--- config.mk ---
export PLATFORM = sky130hd
export DESIGN_NAME = uart_regfile_top
export DESIGN_NICKNAME = d
export VERILOG_FILES = /design/src/rtl/uart_rf_pkg.sv /design/src/rtl/uart_rf_decode.sv /design/src/rtl/uart_rf_cfg.sv /design/src/rtl/uart_rf_status.sv /design/src/rtl/uart_rf_rdmux.sv /design/src/rtl/uart_regfile_top.sv
export SDC_FILE = /design/constraint.sdc
export NUM_CORES = 1
export LEC_CHECK = 0
export ABC_AREA = 1
export CAP_MARGIN = 20
export CORE_AREA = 2 2 84 86
export CTS_CLUSTER_DIAMETER = 60
export DETAILED_ROUTE_END_ITERATION = 8
export DIE_AREA = 0 0 86 88
export DONT_BUFFER_PORTS = 1
export GPL_TIMING_DRIVEN = 0
export HOLD_SLACK_MARGIN = 0.15
export PLACE_DENSITY = 0.6
export SYNTH_ARGS = -nofsm -noshare
export SYNTH_HDL_FRONTEND = slang
export SYNTH_HIERARCHICAL = 1
export SYNTH_SLANG_ARGS = --single-unit
--- constraint.sdc ---
create_clock -name pclk -period 2.9 [get_ports pclk]
set_clock_uncertainty 0.05 [all_clocks]
set_input_delay 0.58 -clock pclk [delete_from_list [all_inputs] [get_ports pclk]]
set_output_delay 0.58 -clock pclk [all_outputs]
set_load 0.05 [all_outputs]
--- src/rtl/uart_rf_pkg.sv ---
package uart_rf_pkg;

  localparam int RF_ADDR_W = 12;
  localparam int ID_WORDS  = 12;

  localparam logic [RF_ADDR_W-1:0] OFF_DATA  = 12'h000;
  localparam logic [RF_ADDR_W-1:0] OFF_STATE = 12'h004;
  localparam logic [RF_ADDR_W-1:0] OFF_CTRL  = 12'h008;
  localparam logic [RF_ADDR_W-1:0] OFF_ISTAT = 12'h00C;
  localparam logic [RF_ADDR_W-1:0] OFF_BAUD  = 12'h010;
  localparam logic [RF_ADDR_W-1:0] OFF_ID_LO = 12'hFD0;
  localparam logic [RF_ADDR_W-1:0] OFF_ID_HI = 12'hFFC;

  typedef enum logic [2:0] {
    RG_DATA, RG_STATE, RG_CTRL, RG_ISTAT, RG_BAUD, RG_ID, RG_NONE
  } region_e;

  // bit 0 is tx_en ... bit 6 is hs_test
  typedef struct packed {
    logic hs_test;
    logic rxo_ie;
    logic txo_ie;
    logic rx_ie;
    logic tx_ie;
    logic rx_en;
    logic tx_en;
  } ctrl_t;

  localparam int CTRL_W = $bits(ctrl_t);

  typedef struct packed {
    logic rx_ovr;
    logic tx_ovr;
    logic rx_full;
    logic tx_full;
  } state_t;

  typedef struct packed {
    logic data_wr;
    logic data_rd;
    logic state_wr;
    logic ctrl_wr;
    logic istat_wr;
    logic baud_wr;
  } strobe_t;

  // sticky bit update: a set in the same cycle beats a clear
  function automatic logic w1c_next(logic cur, logic clr, logic set);
    return (cur & ~clr) | set;
  endfunction

  // identification byte for word index 0..11 in rising address order
  function automatic logic [7:0] id_byte(logic [3:0] idx);
    case (idx)
      4'd0:    return 8'h04;
      4'd4:    return 8'h21;
      4'd5:    return 8'hB8;
      4'd6:    return 8'h1B;
      4'd8:    return 8'h0D;
      4'd9:    return 8'hF0;
      4'd10:   return 8'h05;
      4'd11:   return 8'hB1;
      default: return 8'h00;
    endcase
  endfunction

endpackage

--- src/rtl/uart_rf_decode.sv ---
module uart_rf_decode
  import uart_rf_pkg::*;
(
  input  logic                 psel,
  input  logic                 penable,
  input  logic                 pwrite,
  input  logic [RF_ADDR_W-1:0] paddr,
  output region_e              region,
  output logic [3:0]           id_idx,
  output logic                 rd_active,
  output strobe_t              stb
);

  logic access;
  logic wr_act;

  assign access    = psel & penable;
  assign wr_act    = access & pwrite;
  assign rd_active = access & ~pwrite;

  always_comb begin
    region = RG_NONE;
    unique case (paddr)
      OFF_DATA:  region = RG_DATA;
      OFF_STATE: region = RG_STATE;
      OFF_CTRL:  region = RG_CTRL;
      OFF_ISTAT: region = RG_ISTAT;
      OFF_BAUD:  region = RG_BAUD;
      default: begin
        if (paddr >= OFF_ID_LO && paddr <= OFF_ID_HI && paddr[1:0] == 2'b00)
          region = RG_ID;
      end
    endcase
  end

  // 0xFD0 has [5:2] = 4, 0xFFC has [5:2] = 15
  assign id_idx = paddr[5:2] - 4'd4;

  always_comb begin
    stb          = '0;
    stb.data_wr  = wr_act    & (region == RG_DATA);
    stb.data_rd  = rd_active & (region == RG_DATA);
    stb.state_wr = wr_act    & (region == RG_STATE);
    stb.ctrl_wr  = wr_act    & (region == RG_CTRL);
    stb.istat_wr = wr_act    & (region == RG_ISTAT);
    stb.baud_wr  = wr_act    & (region == RG_BAUD);
  end

endmodule

--- src/rtl/uart_rf_cfg.sv ---
module uart_rf_cfg
  import uart_rf_pkg::*;
#(
  parameter int BAUD_W = 20
) (
  input  logic              clk,
  input  logic              rst_n,
  input  logic              ctrl_wr,
  input  logic              baud_wr,
  input  logic [BAUD_W-1:0] wdata,
  output ctrl_t             ctrl,
  output logic [BAUD_W-1:0] baud
);

  always_ff @(posedge clk or negedge rst_n) begin
    if (!rst_n) begin
      ctrl <= '0;
      baud <= '0;
    end else begin
      if (ctrl_wr) ctrl <= ctrl_t'(wdata[CTRL_W-1:0]);
      if (baud_wr) baud <= wdata;
    end
  end

  AST_CTRL_MASKED: assert property (@(posedge clk) disable iff (!rst_n)
    ctrl_wr |=> ctrl == $past(wdata[CTRL_W-1:0]));

  AST_BAUD_KEPT: assert property (@(posedge clk) disable iff (!rst_n)
    !baud_wr |=> $stable(baud));

endmodule

--- src/rtl/uart_rf_status.sv ---
module uart_rf_status
  import uart_rf_pkg::*;
(
  input  logic       clk,
  input  logic       rst_n,
  input  strobe_t    stb,
  input  logic [7:0] wbyte,
  input  ctrl_t      ctrl,
  input  logic       tx_done,
  input  logic       rx_valid,
  input  logic [7:0] rx_byte,
  output state_t     st,
  output logic [3:0] istat,
  output logic [7:0] rxbuf,
  output logic [7:0] txbuf,
  output logic       tx_load
);

  // named internal events
  logic tx_finish, rx_accept, load_take;
  logic clr_txo, clr_rxo, clr_txi, clr_rxi;
  logic txi, rxi;

  assign tx_finish = tx_done & ctrl.tx_en & st.tx_full;
  assign rx_accept = rx_valid & ctrl.rx_en;
  assign load_take = stb.data_wr & ~st.tx_full;

  assign clr_txo = (stb.state_wr | stb.istat_wr) & wbyte[2];
  assign clr_rxo = (stb.state_wr | stb.istat_wr) & wbyte[3];
  assign clr_txi = stb.istat_wr & wbyte[0];
  assign clr_rxi = stb.istat_wr & wbyte[1];

  always_ff @(posedge clk or negedge rst_n) begin
    if (!rst_n) begin
      st      <= '0;
      txi     <= 1'b0;
      rxi     <= 1'b0;
      rxbuf   <= '0;
      txbuf   <= '0;
      tx_load <= 1'b0;
    end else begin
      st.tx_full <= w1c_next(st.tx_full, tx_finish, load_take);
      st.rx_full <= w1c_next(st.rx_full, stb.data_rd, rx_accept);
      st.tx_ovr  <= w1c_next(st.tx_ovr, clr_txo, stb.data_wr & st.tx_full);
      st.rx_ovr  <= w1c_next(st.rx_ovr, clr_rxo, rx_accept & st.rx_full);
      txi        <= w1c_next(txi, clr_txi, tx_finish & ctrl.tx_ie);
      rxi        <= w1c_next(rxi, clr_rxi, rx_accept & ctrl.rx_ie);
      tx_load    <= load_take;
      if (stb.data_wr) txbuf <= wbyte;
      if (rx_accept)   rxbuf <= rx_byte;
    end
  end

  // overrun interrupt bits are live, not latched
  assign istat = {st.rx_ovr & ctrl.rxo_ie, st.tx_ovr & ctrl.txo_ie, rxi, txi};

  AST_TX_LOAD_PULSE: assert property (@(posedge clk) disable iff (!rst_n)
    tx_load |=> !tx_load);

  AST_TX_FULL_SET: assert property (@(posedge clk) disable iff (!rst_n)
    stb.data_wr && !st.tx_full |=> st.tx_full && tx_load);

  AST_TX_OVR_SET: assert property (@(posedge clk) disable iff (!rst_n)
    stb.data_wr && st.tx_full |=> st.tx_ovr && !tx_load);

  AST_TX_DRAIN: assert property (@(posedge clk) disable iff (!rst_n)
    tx_finish |=> !st.tx_full);

  AST_RX_OVR_SET: assert property (@(posedge clk) disable iff (!rst_n)
    rx_accept && st.rx_full |=> st.rx_ovr);

  AST_RX_DROP: assert property (@(posedge clk) disable iff (!rst_n)
    rx_valid && !ctrl.rx_en && !stb.data_rd |=> $stable(rxbuf) && $stable(st.rx_full));

  AST_RX_FULL_CLR: assert property (@(posedge clk) disable iff (!rst_n)
    stb.data_rd && !rx_accept |=> !st.rx_full);

  AST_RO_FULL_BITS: assert property (@(posedge clk) disable iff (!rst_n)
    stb.state_wr && !load_take && !tx_finish |=> $stable(st.tx_full));

  AST_RX_EVENT_WINS: assert property (@(posedge clk) disable iff (!rst_n)
    rx_accept && ctrl.rx_ie |=> istat[1]);

  AST_TX_EVENT_WINS: assert property (@(posedge clk) disable iff (!rst_n)
    tx_finish && ctrl.tx_ie |=> istat[0]);

endmodule

--- src/rtl/uart_rf_rdmux.sv ---
module uart_rf_rdmux
  import uart_rf_pkg::*;
#(
  parameter int DATA_W = 32,
  parameter int BAUD_W = 20
) (
  input  logic              clk,
  input  logic              rst_n,
  input  logic              rd_active,
  input  region_e           region,
  input  logic [3:0]        id_idx,
  input  state_t            st,
  input  ctrl_t             ctrl,
  input  logic [3:0]        istat,
  input  logic [BAUD_W-1:0] baud,
  input  logic [7:0]        rxbuf,
  output logic [DATA_W-1:0] prdata
);

  always_comb begin
    prdata = '0;
    if (rd_active) begin
      unique case (region)
        RG_DATA:  prdata = DATA_W'(rxbuf);
        RG_STATE: prdata = DATA_W'(st);
        RG_CTRL:  prdata = DATA_W'(ctrl);
        RG_ISTAT: prdata = DATA_W'(istat);
        RG_BAUD:  prdata = DATA_W'(baud);
        RG_ID:    prdata = DATA_W'(id_byte(id_idx));
        default:  prdata = '0;
      endcase
    end
  end

  AST_UNMAPPED_ZERO: assert property (@(posedge clk) disable iff (!rst_n)
    rd_active && region == RG_NONE |-> prdata == '0);

endmodule

--- src/rtl/uart_regfile_top.sv ---
module uart_regfile_top
  import uart_rf_pkg::*;
#(
  parameter int DATA_W = 32,
  parameter int BAUD_W = 20
) (
  input  logic                 pclk,
  input  logic                 presetn,
  input  logic                 psel,
  input  logic                 penable,
  input  logic                 pwrite,
  input  logic [RF_ADDR_W-1:0] paddr,
  input  logic [DATA_W-1:0]    pwdata,
  output logic [DATA_W-1:0]    prdata,
  output logic                 pready,
  output logic                 pslverr,
  input  logic                 tx_done,
  input  logic                 rx_valid,
  input  logic [7:0]           rx_byte,
  output logic                 tx_load,
  output logic [7:0]           tx_byte,
  output logic                 tx_en,
  output logic                 rx_en,
  output logic                 hs_test,
  output logic [BAUD_W-1:0]    baud_div,
  output logic                 irq_tx,
  output logic                 irq_rx,
  output logic                 irq_txo,
  output logic                 irq_rxo,
  output logic                 irq_any
);

  region_e    region;
  logic [3:0] id_idx;
  logic       rd_active;
  strobe_t    stb;
  ctrl_t      ctrl;
  state_t     st;
  logic [3:0] istat;
  logic [7:0] rxbuf;
  logic       pwdata_unused;

  assign pwdata_unused = ^pwdata[DATA_W-1:BAUD_W];

  uart_rf_decode u_decode (
    .psel      (psel),
    .penable   (penable),
    .pwrite    (pwrite),
    .paddr     (paddr),
    .region    (region),
    .id_idx    (id_idx),
    .rd_active (rd_active),
    .stb       (stb)
  );

  uart_rf_cfg #(.BAUD_W(BAUD_W)) u_cfg (
    .clk     (pclk),
    .rst_n   (presetn),
    .ctrl_wr (stb.ctrl_wr),
    .baud_wr (stb.baud_wr),
    .wdata   (pwdata[BAUD_W-1:0]),
    .ctrl    (ctrl),
    .baud    (baud_div)
  );

  uart_rf_status u_status (
    .clk      (pclk),
    .rst_n    (presetn),
    .stb      (stb),
    .wbyte    (pwdata[7:0]),
    .ctrl     (ctrl),
    .tx_done  (tx_done),
    .rx_valid (rx_valid),
    .rx_byte  (rx_byte),
    .st       (st),
    .istat    (istat),
    .rxbuf    (rxbuf),
    .txbuf    (tx_byte),
    .tx_load  (tx_load)
  );

  uart_rf_rdmux #(.DATA_W(DATA_W), .BAUD_W(BAUD_W)) u_rdmux (
    .clk       (pclk),
    .rst_n     (presetn),
    .rd_active (rd_active),
    .region    (region),
    .id_idx    (id_idx),
    .st        (st),
    .ctrl      (ctrl),
    .istat     (istat),
    .baud      (baud_div),
    .rxbuf     (rxbuf),
    .prdata    (prdata)
  );

  assign pready  = 1'b1;
  assign pslverr = 1'b0;
  assign tx_en   = ctrl.tx_en;
  assign rx_en   = ctrl.rx_en;
  assign hs_test = ctrl.hs_test;
  assign irq_tx  = istat[0];
  assign irq_rx  = istat[1];
  assign irq_txo = istat[2];
  assign irq_rxo = istat[3];
  assign irq_any = |istat;

  AST_ANY_COVERS_TXO: assert property (@(posedge pclk) disable iff (!presetn)
    st.tx_ovr && ctrl.txo_ie |-> irq_any && irq_txo);

  AST_ANY_COVERS_RXO: assert property (@(posedge pclk) disable iff (!presetn)
    st.rx_ovr && ctrl.rxo_ie |-> irq_any && irq_rxo);

endmodule

==> results.toml, run 1 <==
[synthesis]
syn_area_um2 = 3200
synth_edf_count = 0
yosysTopAreaCell = "dfrtp_1"
synth_ff_type = "dfrtp_1"
netlist_top_cells_area = "dfrtp_1, nand2_1, inv_1"
synthArstFlopShare = 1.00
synth.distinct_cells = 27
ys_seq_elements = 50
ys_seq_area_frac = 0.391
synthCells = 443
yosys.area.top_type_share = 0.391
syn_avg_cell_area_um2 = 7.22
yosysWarnings = 6

[sta]
hold_viol_final = 0
relSlewSlack = 0.522
rsz0062_at_grt = "yes"
fin_setup_tns_ns = -0.0279
setup_ws_ns = -0.0125
holdWs_ns = 0.329
min_period_ns = 2.91
report.final.slew_viol_count = 0
fmaxAchievable_ghz = 0.343
setup_violations = 4
finalCritPeriodShare = 1.00
worstMarginPinSlew_ns = 0.716

[pwr]
power_leakage_nw = 2.02
irDropWorstVdd_uv = 281
power.total_w = 0.00139
p_per_area_nw_per_um2 = 347

[critical_path]
cp_data_required_time_ns = 2.27
crit_buf_inv = 4
path_class = "input port to primary output"
end_kind = "primary output"
crit_family = "simple AND/OR/NAND/NOR gates"
crit_arrival_ns = 2.28
startpoint_type = "input port"
cpMostUsedCell = "nor2_4"
cp_slowest_stage_delay_ns = 0.35
crit_chain = "clkinvlp_4 -> ha_1 -> inv_2 -> nor2_4 -> nand3_2 -> nand2_4 -> nor2_4 -> buf_8 -> buf_4 -> nor2_4 -> nand3_1 -> nand2_1 -> nor2_1 -> a21oi_4"
cpMaxStageDelayCell = "a21oi_4"
crit_fanout = 5

[clock_tree]
htree_num_levels = 2
tritoncts = "built"
clkLatencyLatePin_ns = 0.30
cts_max_path_buffers = 2
cts.sinks = 50
cts-root-buf = "clkbuf_8"
cts.reportedPaths.clkPinSlew_ns = 0.10
cts_buffers = 5

[detailed_routing]
antenna_left = 0
dr.pass1.iters = 4
wl_per_cell_um = 14.5
via_per_inst = 4.89
vias = 2733
drc_errors = 0
routed_wl_um = 8090
drt_iter0_drc = 147

[run]
drv_cap = 0

[global_route]
antenna_found_initial = 0
globalRouteTotalUtil = 0.213
grt_pass1_vias = 2549
grt_max_degree = 51
grt-ovfl-total = 0
grt_pass1_wl_um = 12600

[worst_hold_path]
min_path_type = "input port to flop"

[floorplanning]
core_area_um2 = 6640
die_w_um = 86
die_area_um2 = 7570
pin_count = 130
start_util = 0.482
die_h_um = 88
rows = 30

[final_layout]
antenna_cells = 0
final_common_cell = "nand2_1"
drive_gt1_frac = 0.259
layout.cells.non_filler = 559
fin_nets = 544
area_growth_pct = 24.8
mostFrequentLayoutCells = "nand2_1, dfrtp_1, inv_1, buf_4, nor2_1"
design_area_um2 = 3990
fillers = 626

[place]
hpwl_um = 5950
place_area_um2 = 3460
dpl.cell_count = 534
place.gp.congestion = 0.897
port_buffers = 0

[run_status]
status = "finished, violations left"
violations = "negative setup slack"
-- final cells by class --
cell class | instances | area, µm² | area share
sequential | 50 | 1250 | 0.313
clock inverter | 2 | 38.8 | 0.00971
timing repair buffer | 17 | 220 | 0.0551
tap | 80 | 100 | 0.0251
buffer | 28 | 262 | 0.0655
multi-input combinational | 329 | 1850 | 0.462
clock buffer | 6 | 82.6 | 0.0207
inverter | 47 | 193 | 0.0482
-- logic make-up (layout without fill, tap and decap cells) --
group | count (synthesis) | in the layout | synth area share
and+or+nand+nor | 294 | 295 | 0.419
buffers and inverters | 76 | 100 | 0.137
DFF | 50 | 50 | 0.391
AOI/OAI and AO/OA | 13 | 13 | 0.0219
adders and majority gates | 7 | 7 | 0.0274
other | 3 | 14 | 0.00352
-- worst register-to-register path: stages (launching register included) --
cell     delay, ns
dfrtp_1       0.73
nand2_4       0.22
inv_6         0.16
nand2_1       0.06
nand2_1       0.06
-- Yosys cell counts (4+ instances only) --
cell type,n
a21oi_1,4
buf_4,20
buf_6,9
dfrtp_1,50
ha_1,7
inv_1,42
nand2_1,188
nand2_2,5
nand3_1,22
nand3_2,4
nand4_1,9
nor2_1,42
nor2_2,12
o21ai_0,7
-- worst paths after layout --
check | from | end | slack [ns] | cells after the start
min | rx_byte[3] | u_status/rxbuf[3]$_DFFE_PN0N_ | 0.33 | 2
min in group asynchronous | presetn | u_status/rxbuf[2]$_DFFE_PN0N_ | 0.73 | 2
max | paddr[4] | prdata[3] | -0.01 | 14
min reg2reg | u_status/rxbuf[4]$_DFFE_PN0N_ | u_status/rxbuf[4]$_DFFE_PN0N_ | 0.45 | 2
max in group asynchronous | presetn | u_cfg/baud[8]$_DFFE_PN0P_ | 1.84 | 2
max reg2reg | u_cfg/ctrl[1]$_DFFE_PN0P_ | u_status/rxbuf[0]$_DFFE_PN0N_ | 1.57 | 4
-- flip-flops by register name, summed over array words and instances (netlist names) --
register / cells
u_cfg/baud: 20
u_cfg/ctrl: 7
u_status/rxbuf: 8
u_status/rxi: 1
u_status/st: 4
u_status/tx_load: 1
u_status/txbuf: 8
u_status/txi: 1
-- metal layers --
| metal | track usage | wire length (µm) |
|---|---|---|
| met2 | 0.357 | 3950 |
| met3 | 0.0509 | 541 |
| met4 | 0.0563 | 114 |
| met5 | 0 | 0 |
| met1 | 0.279 | 3490 |
-- timing repair --
action,4_1_cts,5_1_grt
setup endpoints to repair,20,20
cloned,1,1
endpoints found under the hold margin,50,0
buffers inserted,5,9
hold buffers,2,0
resized for setup,35,14
pin swaps,13,10
-- where the power goes --
group	internal, W	switching (W)
clock	0.000284	0.000248
combinational	0.0000432	0.000101
sequential	0.000702	0.00000852
-- stage by stage --
step | utilization | worst slack (ns)
after floorplan | - | -0.196
after global placement | 0.521 | -0.383
after detailed placement | 0.521 | -0.430
after CTS | 0.578 | -0.0113
after global routing | 0.601 | -0.123
final | 0.601 | -0.0125
No activity file was read; power rests on OpenSTA's default activity.
==> run 2: changes to the inputs <==
--- a/config.mk
+++ b/config.mk
@@ -7,14 +7,16 @@
 export LEC_CHECK = 0
 export ABC_AREA = 1
 export CAP_MARGIN = 20
-export CORE_AREA = 2 2 84 86
+export CELL_PAD_IN_SITES_DETAIL_PLACEMENT = 1
+export CELL_PAD_IN_SITES_GLOBAL_PLACEMENT = 2
+export CORE_AREA = 2 2 102 104
 export CTS_CLUSTER_DIAMETER = 60
 export DETAILED_ROUTE_END_ITERATION = 8
-export DIE_AREA = 0 0 86 88
+export DIE_AREA = 0 0 104 106
 export DONT_BUFFER_PORTS = 1
 export GPL_TIMING_DRIVEN = 0
 export HOLD_SLACK_MARGIN = 0.15
-export PLACE_DENSITY = 0.6
+export PLACE_DENSITY = 0.74
 export SYNTH_ARGS = -nofsm -noshare
 export SYNTH_HDL_FRONTEND = slang
 export SYNTH_HIERARCHICAL = 1
==> results.toml, run 2 (synthesized netlist as in run 1, its figures left out) <==
[place]
dp_slack_ns = -0.460
place.gp.congestion = 0.792
hpwl_um = 7210
port_buffers = 0

[global_route]
grt_pass1_wl_um = 15800
grt_pass1_vias = 3000
antenna_found_initial = 0
grt_max_degree = 51
grt-ovfl-total = 0
globalRouteTotalUtil = 0.180

[detailed_routing]
antenna_left = 0
wl_per_cell_um = 15.5
dr.pass1.iters = 4
vias = 2789
via_per_inst = 4.55
routed_wl_um = 9470
drc_errors = 0
drt_iter0_drc = 68

[floorplanning]
die_w_um = 104
die_h_um = 106
start_util = 0.320
core_area_um2 = 10000
pin_count = 130
die_area_um2 = 11000
rows = 37

[sta]
finalCritPeriodShare = 1.02
hold_viol_final = 0
holdWs_ns = 0.333
fmaxAchievable_ghz = 0.336
rsz0062_at_grt = "yes"
report.final.slew_viol_count = 0
worstMarginPinSlew_ns = 0.687
fin_setup_tns_ns = -0.300
setup_violations = 7
relSlewSlack = 0.542
min_period_ns = 2.97
setup_ws_ns = -0.0721

[critical_path]
cp_slowest_stage_delay_ns = 0.36
crit_arrival_ns = 2.34
r2r_setup_slack_ns = 1.45
crit_chain = "clkinvlp_4 -> ha_4 -> nand3_4 -> nor2_4 -> nand2_4 -> nand2_4 -> nor2_4 -> nor2_4 -> buf_6 -> buf_12 -> nor2_4 -> nand3_2 -> nand2_2 -> nor2_2 -> a21oi_4"
path_class = "input port to primary output"
crit_buf_inv = 3
cp_data_required_time_ns = 2.27
crit_family = "simple AND/OR/NAND/NOR gates"
rr_worst_depth = 4
endpoint = "prdata[1]"
crit_fanout = 6
crit_cells = 15
cp-startpoint = "paddr[5]"
regToRegEndpoint = "u_status/st[3]$_DFF_PN0_"
end_kind = "primary output"
startpoint_type = "input port"
cpMaxStageDelayCell = "a21oi_4"
timing.rr.start = "u_cfg/ctrl[1]$_DFFE_PN0P_"
cpMostUsedCell = "nor2_4"

[clock_tree]
cts_max_path_buffers = 2
cts.sinks = 50
clkLatencyLatePin_ns = 0.30
cts-root-buf = "clkbuf_8"
cts_buffers = 5
tritoncts = "built"
cts.reportedPaths.clkPinSlew_ns = 0.10
htree_num_levels = 2

[run_status]
status = "finished, violations left"
violations = "negative setup slack"

[final_layout]
fillers = 1268
final_core_util = 0.407
final_common_cell = "nand2_1"
fin_nets = 542
mostFrequentLayoutCells = "nand2_1, dfrtp_1, inv_1, buf_4, nor2_1"
antenna_cells = 0
reg_top3 = "u_cfg/baud: 20 flops, u_status/rxbuf: 8 flops, u_status/txbuf: 8 flops"
largest_register_ff_count = 20
top_register = "u_cfg/baud"
drive_gt1_frac = 0.275
area_growth_pct = 27.1

[worst_hold_path]
min_path_type = "input port to flop"
whs_path_depth = 2

[pwr]
power_leakage_nw = 2.03
power.total_w = 0.00137
p_per_area_nw_per_um2 = 338
irDropWorstVdd_uv = 175

[run]
drv_cap = 0
[run 2: cell count changes in the layout (fill, tap and decap cells not counted), sizes merged]
cell	delta
inv	-1
buf	-2
clkinvlp	+1
[run 2: area by class of cell]
cell class                      count  area (µm²)  area share
Timing Repair Buffer               14         168      0.0412
Inverter                           47         194      0.0477
Buffer                             29         269      0.0661
Clock buffer                        6        82.6      0.0203
Multi-Input combinational cell    329        1890       0.466
Clock inverter                      2        38.8     0.00954
Sequential cell                    50        1250       0.308
Tap cell                          136         170      0.0418
[run 2: power by group]
part,switching [W],internal [W]
logic,0.000102,0.0000417
clock network,0.000236,0.000284
registers,0.00000879,0.000702
total,0.000347,0.00103
[run 2: layer usage]
layer | vias to the layer above | part of all wire | routed length, µm | GRT usage
met5 | - | 0 | 0 | 0
met1 | 1335 | 0.42 | 3970 | 0.219
met3 | 8 | 0.072 | 679 | 0.0582
li1 | 1379 | - | - | -
met4 | 0 | 0.0095 | 90 | 0.0347
met2 | 67 | 0.50 | 4740 | 0.313
[run 2: per-stage QoR]
step | instances | instance area [µm²]
4_1_cts | 610 | 4000
5_1_grt | 613 | 4070
3_5_place_dp | 590 | 3530
6_report | 613 | 4070
3_3_place_gp | 590 | 3530
2_1_floorplan | 454 | 3360
[run 2: what timing repair did]
action / 4_1_cts / 5_1_grt
setup buffers: 8 / 3
hold buffers: 2 / 0
gates resized for setup: 45 / 14
setup endpoints to repair: 20 / 20
pin swaps: 29 / 21
endpoints found under the hold margin: 50 / 0
gates cloned: 2 / 0
[run 2: worst min path at each step]
stage	start	end	slack, ns
2_1_floorplan	presetn	u_cfg/baud[0]$_DFFE_PN0P_	0.23
3_3_place_gp	presetn	u_status/rxbuf[5]$_DFFE_PN0N_	0.24
4_1_cts	pwdata[6]	u_cfg/ctrl[6]$_DFFE_PN0P_	0.33
6_report	pwdata[4]	u_cfg/ctrl[4]$_DFFE_PN0P_	0.33
3_5_place_dp	presetn	u_status/rxbuf[4]$_DFFE_PN0N_	0.24
5_1_grt	pwdata[4]	u_cfg/ctrl[4]$_DFFE_PN0P_	0.31
